==> config.mk <==
export PLATFORM = sky130hd
export DESIGN_NAME = cmpt_timer
export DESIGN_NICKNAME = d
export VERILOG_FILES = /design/src/rtl/cmpt_pkg.sv /design/src/rtl/cmpt_prescale.sv /design/src/rtl/cmpt_counter.sv /design/src/rtl/cmpt_channel.sv /design/src/rtl/cmpt_timer.sv
export SDC_FILE = /design/constraint.sdc
export NUM_CORES = 1
export LEC_CHECK = 0
export BUFFER_PORTS_ARGS = -buffer_cell sky130_fd_sc_hd__buf_2
export CAP_MARGIN = 30
export CORE_ASPECT_RATIO = 1.5
export CORE_MARGIN = 1
export CORE_UTILIZATION = 45
export CTS_BUF_LIST = sky130_fd_sc_hd__clkbuf_4
export DETAILED_ROUTE_END_ITERATION = 12
export MAX_ROUTING_LAYER = met4
export SYNTH_ARGS = -nofsm -noshare
export SYNTH_HDL_FRONTEND = slang
export SYNTH_SLANG_ARGS = --single-unit
export TNS_END_PERCENT = 1
==> constraint.sdc <==
create_clock -name clk -period 3.2 [get_ports clk]
set_input_delay 0.16 -clock clk [delete_from_list [all_inputs] [get_ports clk]]
set_output_delay 0.16 -clock clk [all_outputs]
set_load 0.05 [all_outputs]
==> src/rtl/cmpt_pkg.sv <==
// Package: register offsets, control-register layout and source codes
// shared by every module of the compare timer.
package cmpt_pkg;
    localparam logic [7:0] A_CTRL     = 8'h00;
    localparam logic [7:0] A_PRE      = 8'h04;
    localparam logic [7:0] A_STS      = 8'h08;
    localparam logic [7:0] A_IE       = 8'h0C;
    localparam logic [7:0] A_CMP_BASE = 8'h10;
    localparam logic [7:0] A_CNT      = 8'h24;

    localparam int CR_SRST  = 15;  // self-clearing software reset
    localparam int CR_BITS  = 10;  // stored control bits [9:0]

    // Stored control fields, MSB first so a cast from wdata[9:0] lines up.
    typedef struct packed {
        logic       x24_en;    // bit 9
        logic       free;      // bit 8
        logic [2:0] sel;       // bits 7:5
        logic       dbg_run;   // bit 4
        logic       stop_run;  // bit 3
        logic       doze_run;  // bit 2
        logic       wait_run;  // bit 1
        logic       en;        // bit 0
    } ctrl_t;

    typedef enum logic [2:0] {
        SRC_OFF   = 3'd0,
        SRC_PER   = 3'd1,
        SRC_PERHI = 3'd2,
        SRC_EXT   = 3'd3,
        SRC_SLOW  = 3'd4,
        SRC_X24   = 3'd5
    } src_e;

    localparam int N_SRC = 5;
endpackage

==> src/rtl/cmpt_prescale.sv <==
// Prescaler: picks one tick input by source code and emits one counter
// step per (pr_val+1) picked ticks while run_ok is high.
// Assumes ticks are single-cycle enables in the clk domain.
module cmpt_prescale
    import cmpt_pkg::*;
#(
    parameter int PRE_W = 12
) (
    input  logic                 clk,
    input  logic                 rst_n,
    input  logic [2:0]           src_sel,
    input  logic                 x24_en,
    input  logic [N_SRC-1:0]     src_tick,
    input  logic                 run_ok,
    input  logic [PRE_W-1:0]     pr_val,
    input  logic                 pr_clr,
    output logic                 step
);
    logic             tick_pick;
    logic [PRE_W-1:0] pcnt_q;

    // Route the selected source; the 24 MHz input also needs its enable.
    always_comb begin
        case (src_sel)
            SRC_PER:   tick_pick = src_tick[0];
            SRC_PERHI: tick_pick = src_tick[1];
            SRC_EXT:   tick_pick = src_tick[2];
            SRC_SLOW:  tick_pick = src_tick[3];
            SRC_X24:   tick_pick = src_tick[4] & x24_en;
            default:   tick_pick = 1'b0;
        endcase
    end

    assign step = run_ok && tick_pick && (pcnt_q == pr_val);

    // Divide counter: counts picked ticks, restarts on terminal or clear.
    always_ff @(posedge clk) begin
        if (!rst_n || pr_clr)
            pcnt_q <= '0;
        else if (run_ok && tick_pick)
            pcnt_q <= step ? '0 : pcnt_q + 1'b1;
    end

    AST_PRE_GAP: assert property (@(posedge clk) disable iff (!rst_n)
        (step && pr_val != '0 && !pr_clr) |=> !step);
endmodule

==> src/rtl/cmpt_counter.sv <==
// Main up-counter: steps on the prescaled tick, loads zero on a restart
// request, wraps naturally at all-ones; clr holds it at zero.
module cmpt_counter #(
    parameter int CNT_W = 32
) (
    input  logic             clk,
    input  logic             rst_n,
    input  logic             clr,
    input  logic             step,
    input  logic             restart,
    output logic [CNT_W-1:0] cnt_q,
    output logic [CNT_W-1:0] cnt_nxt
);
    // Next-count selection.
    always_comb begin
        if (clr)
            cnt_nxt = '0;
        else if (step)
            cnt_nxt = restart ? '0 : cnt_q + 1'b1;
        else
            cnt_nxt = cnt_q;
    end

    // Count register.
    always_ff @(posedge clk) begin
        if (!rst_n) cnt_q <= '0;
        else        cnt_q <= cnt_nxt;
    end

    AST_CNT_HOLD: assert property (@(posedge clk) disable iff (!rst_n)
        (!step && !clr) |=> $stable(cnt_q));
    AST_CNT_INC: assert property (@(posedge clk) disable iff (!rst_n)
        (step && !restart && !clr) |=> cnt_q == $past(cnt_q) + 1'b1);
    AST_CNT_RESTART: assert property (@(posedge clk) disable iff (!rst_n)
        (step && restart && !clr) |=> cnt_q == '0);
endmodule

==> src/rtl/cmpt_channel.sv <==
// One compare channel: holds an absolute compare value and a sticky flag
// that sets when the counter steps onto that value; write-1 clears it.
module cmpt_channel #(
    parameter int CNT_W = 32
) (
    input  logic             clk,
    input  logic             rst_n,
    input  logic             clr,
    input  logic             cmp_we,
    input  logic [CNT_W-1:0] cmp_wdata,
    input  logic             w1c,
    input  logic             step,
    input  logic [CNT_W-1:0] cnt_q,
    input  logic [CNT_W-1:0] cnt_nxt,
    output logic [CNT_W-1:0] cmp_q,
    output logic             flag_q,
    output logic             eq_now
);
    logic hit;

    assign hit    = step && !clr && (cnt_nxt == cmp_q);
    assign eq_now = (cnt_q == cmp_q);

    // Compare value register, all-ones after any reset.
    always_ff @(posedge clk) begin
        if (!rst_n || clr) cmp_q <= '1;
        else if (cmp_we)   cmp_q <= cmp_wdata;
    end

    // Sticky match flag; a new hit wins over a simultaneous clear.
    always_ff @(posedge clk) begin
        if (!rst_n || clr) flag_q <= 1'b0;
        else if (hit)      flag_q <= 1'b1;
        else if (w1c)      flag_q <= 1'b0;
    end

    AST_FLAG_HOLD: assert property (@(posedge clk) disable iff (!rst_n)
        (flag_q && !w1c && !clr) |=> flag_q);
endmodule

==> src/rtl/cmpt_timer.sv <==
// Top of the compare timer: register decode, control/prescaler/enable
// registers, software-reset sequencer, low-power run gating and irq.
// Assumes one bus access per cycle, word-aligned addresses, CNT_W <= 32.
module cmpt_timer
    import cmpt_pkg::*;
#(
    parameter int CNT_W      = 32,
    parameter int PRE_W      = 12,
    parameter int SWR_CYCLES = 4
) (
    input  logic        clk,
    input  logic        rst_n,
    input  logic [7:0]  bus_addr,
    input  logic [31:0] bus_wdata,
    input  logic        bus_we,
    output logic [31:0] bus_rdata,
    input  logic [4:0]  src_tick,
    input  logic        lp_wait,
    input  logic        lp_doze,
    input  logic        lp_stop,
    input  logic        lp_debug,
    output logic        irq
);
    localparam int N_CH  = 3;
    localparam int BSY_W = $clog2(SWR_CYCLES + 1);

    ctrl_t            ctrl_q;
    logic [PRE_W-1:0] pr_q;
    logic [N_CH-1:0]  ie_q;
    logic [BSY_W-1:0] bsy_q;
    logic             busy, wr_ok, srst_req, run_ok, step, restart;
    logic [CNT_W-1:0] cnt_q, cnt_nxt;
    logic [CNT_W-1:0] cmp_v [N_CH];
    logic [N_CH-1:0]  sts, ch_eq;

    assign busy     = (bsy_q != '0);
    assign wr_ok    = bus_we && !busy;
    assign srst_req = wr_ok && bus_addr == A_CTRL && bus_wdata[CR_SRST];

    // Control register; a reset request keeps clock and mode-run fields.
    always_ff @(posedge clk) begin
        if (!rst_n)
            ctrl_q <= '0;
        else if (srst_req) begin
            ctrl_q.en   <= 1'b0;
            ctrl_q.free <= 1'b0;
        end else if (wr_ok && bus_addr == A_CTRL)
            ctrl_q <= ctrl_t'(bus_wdata[CR_BITS-1:0]);
    end

    // Software-reset window: loads the length, counts down to idle.
    always_ff @(posedge clk) begin
        if (!rst_n)        bsy_q <= '0;
        else if (srst_req) bsy_q <= BSY_W'(SWR_CYCLES);
        else if (busy)     bsy_q <= bsy_q - 1'b1;
    end

    // Prescaler and interrupt-enable registers, cleared by either reset.
    always_ff @(posedge clk) begin
        if (!rst_n || busy) begin
            pr_q <= '0;
            ie_q <= '0;
        end else if (wr_ok) begin
            if (bus_addr == A_PRE) pr_q <= bus_wdata[PRE_W-1:0];
            if (bus_addr == A_IE)  ie_q <= bus_wdata[N_CH-1:0];
        end
    end

    // Run gating: global enable, not resetting, every active mode allowed.
    always_comb begin
        run_ok = ctrl_q.en && !busy
              && !(lp_wait  && !ctrl_q.wait_run)
              && !(lp_doze  && !ctrl_q.doze_run)
              && !(lp_stop  && !ctrl_q.stop_run)
              && !(lp_debug && !ctrl_q.dbg_run);
    end

    cmpt_prescale #(.PRE_W(PRE_W)) pre_i (
        .clk      (clk),
        .rst_n    (rst_n),
        .src_sel  (ctrl_q.sel),
        .x24_en   (ctrl_q.x24_en),
        .src_tick (src_tick),
        .run_ok   (run_ok),
        .pr_val   (pr_q),
        .pr_clr   (busy || (wr_ok && bus_addr == A_PRE)),
        .step     (step)
    );

    assign restart = !ctrl_q.free && ch_eq[0];

    cmpt_counter #(.CNT_W(CNT_W)) cnt_i (
        .clk     (clk),
        .rst_n   (rst_n),
        .clr     (busy),
        .step    (step),
        .restart (restart),
        .cnt_q   (cnt_q),
        .cnt_nxt (cnt_nxt)
    );

    for (genvar i = 0; i < N_CH; i++) begin : g_ch
        localparam logic [7:0] A_ME = 8'(A_CMP_BASE + 4 * i);
        cmpt_channel #(.CNT_W(CNT_W)) ch_i (
            .clk       (clk),
            .rst_n     (rst_n),
            .clr       (busy),
            .cmp_we    (wr_ok && bus_addr == A_ME),
            .cmp_wdata (bus_wdata[CNT_W-1:0]),
            .w1c       (wr_ok && bus_addr == A_STS && bus_wdata[i]),
            .step      (step),
            .cnt_q     (cnt_q),
            .cnt_nxt   (cnt_nxt),
            .cmp_q     (cmp_v[i]),
            .flag_q    (sts[i]),
            .eq_now    (ch_eq[i])
        );
    end

    assign irq = |(sts & ie_q);

    // Read mux; unmapped addresses return zero.
    always_comb begin
        bus_rdata = '0;
        case (bus_addr)
            A_CTRL: bus_rdata = {16'd0, busy, 5'd0, ctrl_q};
            A_PRE:  bus_rdata = 32'(pr_q);
            A_STS:  bus_rdata = 32'(sts);
            A_IE:   bus_rdata = 32'(ie_q);
            8'h10:  bus_rdata = 32'(cmp_v[0]);
            8'h14:  bus_rdata = 32'(cmp_v[1]);
            8'h18:  bus_rdata = 32'(cmp_v[2]);
            A_CNT:  bus_rdata = 32'(cnt_q);
            default: bus_rdata = '0;
        endcase
    end

    AST_SRST_CLEARS: assert property (@(posedge clk) disable iff (!rst_n)
        $fell(busy) |-> (cnt_q == '0 && sts == '0 && pr_q == '0 && ie_q == '0));
    AST_IRQ_LOW: assert property (@(posedge clk) disable iff (!rst_n)
        (ie_q == '0) |-> !irq);
endmodule

==> summary.txt, run 1 <==
Floorplan
  • Die W: 139 um
  • Initial Util: 45.6%
  • Boundary Pins: 85
  • Die H: 208 um
  • Row cnt: 75

Placement
  • Port Buf Inserts: 84
  • Routability cong.: 1.35
  • DP Wirelength: 69200 um

Yosys
  • Area share of the largest cell type after synthesis: 27.0%
  • Synth unique cells: 88
  • Async set or reset register ratio after synthesis: 0%
  • #FFs+latches synth: 171
  • Cell taking the most area after synthesis: dfxtp_1
  • Post-synthesis adder-cell area fraction: 0.493%
  • Count leader, synth: nand2_1
  • Area of the mapped netlist: 12700 sq um
  • Simple-gate portion of the synthesized area: 33.7%
  • Number of synthesized flops with an enable pin: 0
  • Mux share of post-synthesis cell area: 3.73%
  • Mean area per synthesized cell: 6.96 sq um
  • Syn_nets: 1881
  • Main synth FF type: dfxtp_1
  • Cell count after synthesis: 1824
  • YS warnings: 0
  • Top cells by area, synth: dfxtp_1 (27%), nand2_1 (9.7%), nand3_1 (5.8%)
  • Post-synth top cells: nand2_1 (329), dfxtp_1 (171), nand3_1 (146)
  • Largest family of logic cells by synthesized area: simple AND/OR/NAND/NOR gates
  • Synth Area in Compound Gates: 23.3%
  • XOR/XNOR Fraction of Synth Area: 4.83%
  • Register area share after synthesis: 27.0%

Global route
  • First-pass GRT wire length: 160000 um
  • Largest net degree at the start of global routing: 44
  • Remaining Overflow, GRT: 414
  • Vias in the first global route: 20800
  • Tot GR Track Use: 75.2%

Clock network
  • H-tree depth: 4
  • Bufs on Longest Clock Path: 2
  • CTS root buf: clkbuf_4
  • Clock Sinks: 171
  • Total CTS buffers: 17

Status
  • Stopped at: global routing (5_1_grt)
  • First Err: [ERROR GRT-0116] Global routing finished with congestion. Check the congestion regions in the DRC Viewer.
  • Status: aborted with a tool error
timing repair:
| item | in CTS |
|---|---|
| resized for setup | 68 |
| endpoints found under the hold margin | 126 |
| pin swaps | 22 |
| setup buffers | 9 |
| hold buffers | 34 |
| setup endpoints to repair | 11 |
| cloned | 0 |
per-layer routing:
| metal | GRT overflow | track usage (%) |
|---|---|---|
| met1 | 1 | 77.7 |
| met2 | 254 | 94.7 |
| met3 | 11 | 49.0 |
| met4 | 148 | 69.2 |
| met5 | - | - |
logic make-up after synthesis:
logic type / Yosys count
multiplexers: 47
XOR/XNOR: 70
buffers and inverters: 214
AO/OA/AOI/OAI: 439
adder cells (fa/ha/maj): 5
AND/OR/NAND/NOR: 878
flip-flops: 171
through the flow:
step                setup WS [ns]  instances  utilization, %  hold slack (ns)  area [sq um]
CTS                        -0.310       2669            63.8           0.0196         17800
global placement           -0.916       2595            60.3            0.397         16800
floorplan                 -0.0566       1824               -            0.284         12700
detailed placement         -0.893       2595            60.3            0.406         16800
==> run 2, diff against run 1 <==
--- a/config.mk
+++ b/config.mk
@@ -7,12 +7,10 @@
 export LEC_CHECK = 0
 export BUFFER_PORTS_ARGS = -buffer_cell sky130_fd_sc_hd__buf_2
 export CAP_MARGIN = 30
-export CORE_ASPECT_RATIO = 1.5
 export CORE_MARGIN = 1
-export CORE_UTILIZATION = 45
-export CTS_BUF_LIST = sky130_fd_sc_hd__clkbuf_4
+export CORE_UTILIZATION = 30
 export DETAILED_ROUTE_END_ITERATION = 12
-export MAX_ROUTING_LAYER = met4
+export PLACE_DENSITY_LB_ADDON = 0.15
 export SYNTH_ARGS = -nofsm -noshare
 export SYNTH_HDL_FRONTEND = slang
 export SYNTH_SLANG_ARGS = --single-unit
==> constraint.sdc (replaced) <==
create_clock -name clk -period 4.2 [get_ports clk]
set_input_delay 0.21 -clock clk [delete_from_list [all_inputs] [get_ports clk]]
set_output_delay 0.21 -clock clk [all_outputs]
set_load 0.05 [all_outputs]
==> summary.txt, run 2 <==
Job
  • Max-cap violation count: 0

Power
  • Sequential power share: 36.6%
  • Combinational Power Share: 23.7%
  • Switching Fraction: 37.0%
  • Int Power: 0.00282 W
  • Power Density: 268 nW/um^2
  • Peak supply drop: 278 uV
  • Overall power: 0.00448 W
  • P_leak: 6.84 nW
  • Net switching power: 0.00166 W
  • Clock power frac: 39.6%

Floorplan
  • Die W: 208 um
  • Core Area: 41900 sq um
  • Die area: 43100 sq um
  • Initial Util: 30.3%
  • Row cnt: 75
  • Die H: 208 um
  • Boundary Pins: 85

Finish
  • Final Cell Area: 16700 sq um
  • Largest regs: g_ch.ch_i.cmp_q (96), cnt_i.cnt_q (32)
  • Layout cells sized above 1: 22.8%
  • Commonest cells after routing, fill and taps aside: nand2_1 (329), buf_4 (314), dfxtp_1 (165)
  • Fin nets: 2178
  • Max reg flops: 96
  • Biggest register: g_ch.ch_i.cmp_q
  • Layout area overhead: 31.7%
  • Commonest non-fill, non-tap cell in the layout: nand2_1

Yosys
  • Main synth FF type: dfxtp_1
  • Cell count after synthesis: 1824
  • Cell taking the most area after synthesis: dfxtp_1
  • Top cells by area, synth: dfxtp_1 (27%), nand2_1 (9.7%), nand3_1 (5.8%)
  • Syn_nets: 1881
  • Mean area per synthesized cell: 6.96 sq um
  • Area share of the largest cell type after synthesis: 27.0%
  • YS warnings: 0
  • Register area share after synthesis: 27.0%
  • Synth unique cells: 88
  • Post-synth top cells: nand2_1 (329), dfxtp_1 (171), nand3_1 (146)
  • #FFs+latches synth: 171
  • Number of synthesized flops with an enable pin: 0
  • Area of the mapped netlist: 12700 sq um
  • Async set or reset register ratio after synthesis: 0%
  • Count leader, synth: nand2_1

Worst hold path
  • Hold path startpoint: bus_wdata[0]
  • Worst min path class: primary input to register

Setup path
  • Setup crit start: g_ch[0].ch_i.cmp_q[21]
  • CP Launch Type: register
  • Req. time, crit path: 4.61 ns
  • Cell family contributing the most delay on the critical path: buffers and inverters
  • Crit-path max FO: 15
  • Buf/Inv on CP: 7
  • CP Cell Sequence: inv_1 > a2111oi_4 > nand4_2 > buf_4 > nor3_4 > buf_12 > buf_12 > buf_12 > nor4_1 > o21ai_0 > o2111ai_1 > nor4_2 > buf_4 > nand4_1 > buf_4 > o31ai_1
  • Critical path endpoint category: register
  • WS Path Type: register to register
  • Critical-path top delay cell: a2111oi_4
  • Reg2reg start: g_ch[0].ch_i.cmp_q[21]
  • Arrival @ worst endpoint: 4.55 ns
  • FF-to-FF setup slack: 0.06 ns
  • Slowest cell delay on critical path: 0.52 ns

Drt
  • DRC: 0
  • Routed wl met3: 13000 um
  • DR vias: 17300
  • Top Metal Used: met5
  • DR WL/cell: 36.0 um
  • Drt first pass iters: 8
  • Metal2 WL: 37500 um
  • Post-route ant nets: 0
  • Iter 0 DRT Violations: 2838
  • Total Wirelength: 96100 um
  • Met1 Routed Length: 40100 um
  • Drt via density: 6.46

Global route
  • Tot GR Track Use: 44.3%
  • Largest net degree at the start of global routing: 69
  • First-pass GRT wire length: 133000 um
  • Initial antenna violation count: 4
  • Remaining Overflow, GRT: 0
  • Vias in the first global route: 16200

Timing
  • RSZ-0062 raised after global routing: yes
  • Tmin final: 4.14 ns
  • Fin. max-slew vios: 0
  • Worst Tran Pin Value: 1.07 ns
  • Final worst path period share: 98.6%
  • Fmax: 0.242 GHz
  • Hold Vio Cnt, Final: 0
  • Max_slew headroom: 27.5%
  • Final setup violation count: 0
  • Clk_skew: 0.0173 ns

Clock network
  • Total CTS buffers: 17
  • CTS tree: yes
  • Worst skew pair latency: 0.52 ns
  • Clock-pin transition on the worst setup and hold timing paths: 0.08 ns
  • H-tree depth: 4
  • Bufs on Longest Clock Path: 2
  • CTS root buf: clkbuf_16
  • Clock Sinks: 171

Placement
  • Dpl cell area: 15800 sq um
  • DP Wirelength: 75300 um
  • Routability cong.: 1.18
  • Port Buf Inserts: 84

Status
  • Status: complete, no violations
[run 2: worst reg2reg max path, stage by stage (launching register included)]
cell and delay (ns):
dfxtp_1 0.46, inv_1 0.22, a2111oi_4 0.52, nand4_2 0.19, buf_4 0.20, nor3_4 0.21
buf_12 0.17, buf_12 0.18, buf_12 0.15, nor4_1 0.04, o21ai_0 0.27, o2111ai_1 0.24
nor4_2 0.32, buf_4 0.17, nand4_1 0.21, buf_4 0.23, o31ai_1 0.26
[run 2: layout make-up]
type	instances	area, sq um
fillers	4507	25100
multi-input cells	1439	8470
flip-flops and latches	171	3430
repair buffers	439	3330
well taps	539	674
clock buffers	18	429
inverters	53	199
clock inverters	14	181
diodes	1	2.50
[run 2: path summary, 6_finish.rpt]
| path | to | depth (start not counted) |
|---|---|---|
| setup / recovery | g_ch[2].ch_i.flag_q | 16 |
| hold / removal | pr_q[0] | 3 |
| setup reg to reg | g_ch[2].ch_i.flag_q | 16 |
| hold reg to reg | ctrl_q[1] | 2 |
[run 2: repair_timing]
action	CTS	global route
setup buffers	1	3
endpoints found under the hold margin	66	0
endpoints found under the setup margin	2	3
pin swaps	1	1
resized for setup	1	12
hold buffers	25	0
[run 2: power by group through the flow]
| stage | combinational [W] | clock, W | sequential (W) |
|---|---|---|---|
| global placement | 0.00101 | 0 | 0.00168 |
| CTS | 0.00101 | 0.00180 | 0.00164 |
| detailed placement | 0.000989 | 0 | 0.00168 |
| floorplan | 0.000426 | 0 | 0.00167 |
| global route | 0.00107 | 0.00184 | 0.00164 |
| finish | 0.00106 | 0.00177 | 0.00164 |
[run 2: routing by layer]
| layer | track usage (%) | up-vias |
|---|---|---|
| li1 | - | 7268 |
| met1 | 60.6 | 8370 |
| met2 | 60.9 | 1354 |
| met3 | 15.4 | 278 |
| met4 | 22.4 | 4 |
| met5 | 0 | - |
[run 2: cells by family after synthesis]
group / after synthesis / synth area share [%]
xor+xnor: 70 / 4.83
mux: 47 / 3.73
compound gates: 439 / 23.3
fa+ha+maj: 5 / 0.493
flops: 171 / 27.0
buf+inv: 214 / 6.98
simple gates: 878 / 33.7
[run 2: metrics by stage]
stage	cells	TNS, ns	utilization (%)	setup slack, ns	hold WS (ns)
after floorplan	1824	0	-	0.822	0.334
after detailed placement	2611	-0.0601	37.7	-0.0537	0.454
final	2674	0	40.0	0.0603	0.0327
after global routing	2673	-0.0266	39.9	-0.0266	0.0423
after global placement	2611	-0.388	37.7	-0.237	0.449
after CTS	2669	0	39.8	0.0183	0.00199
(Power assumes the default switching activity.)
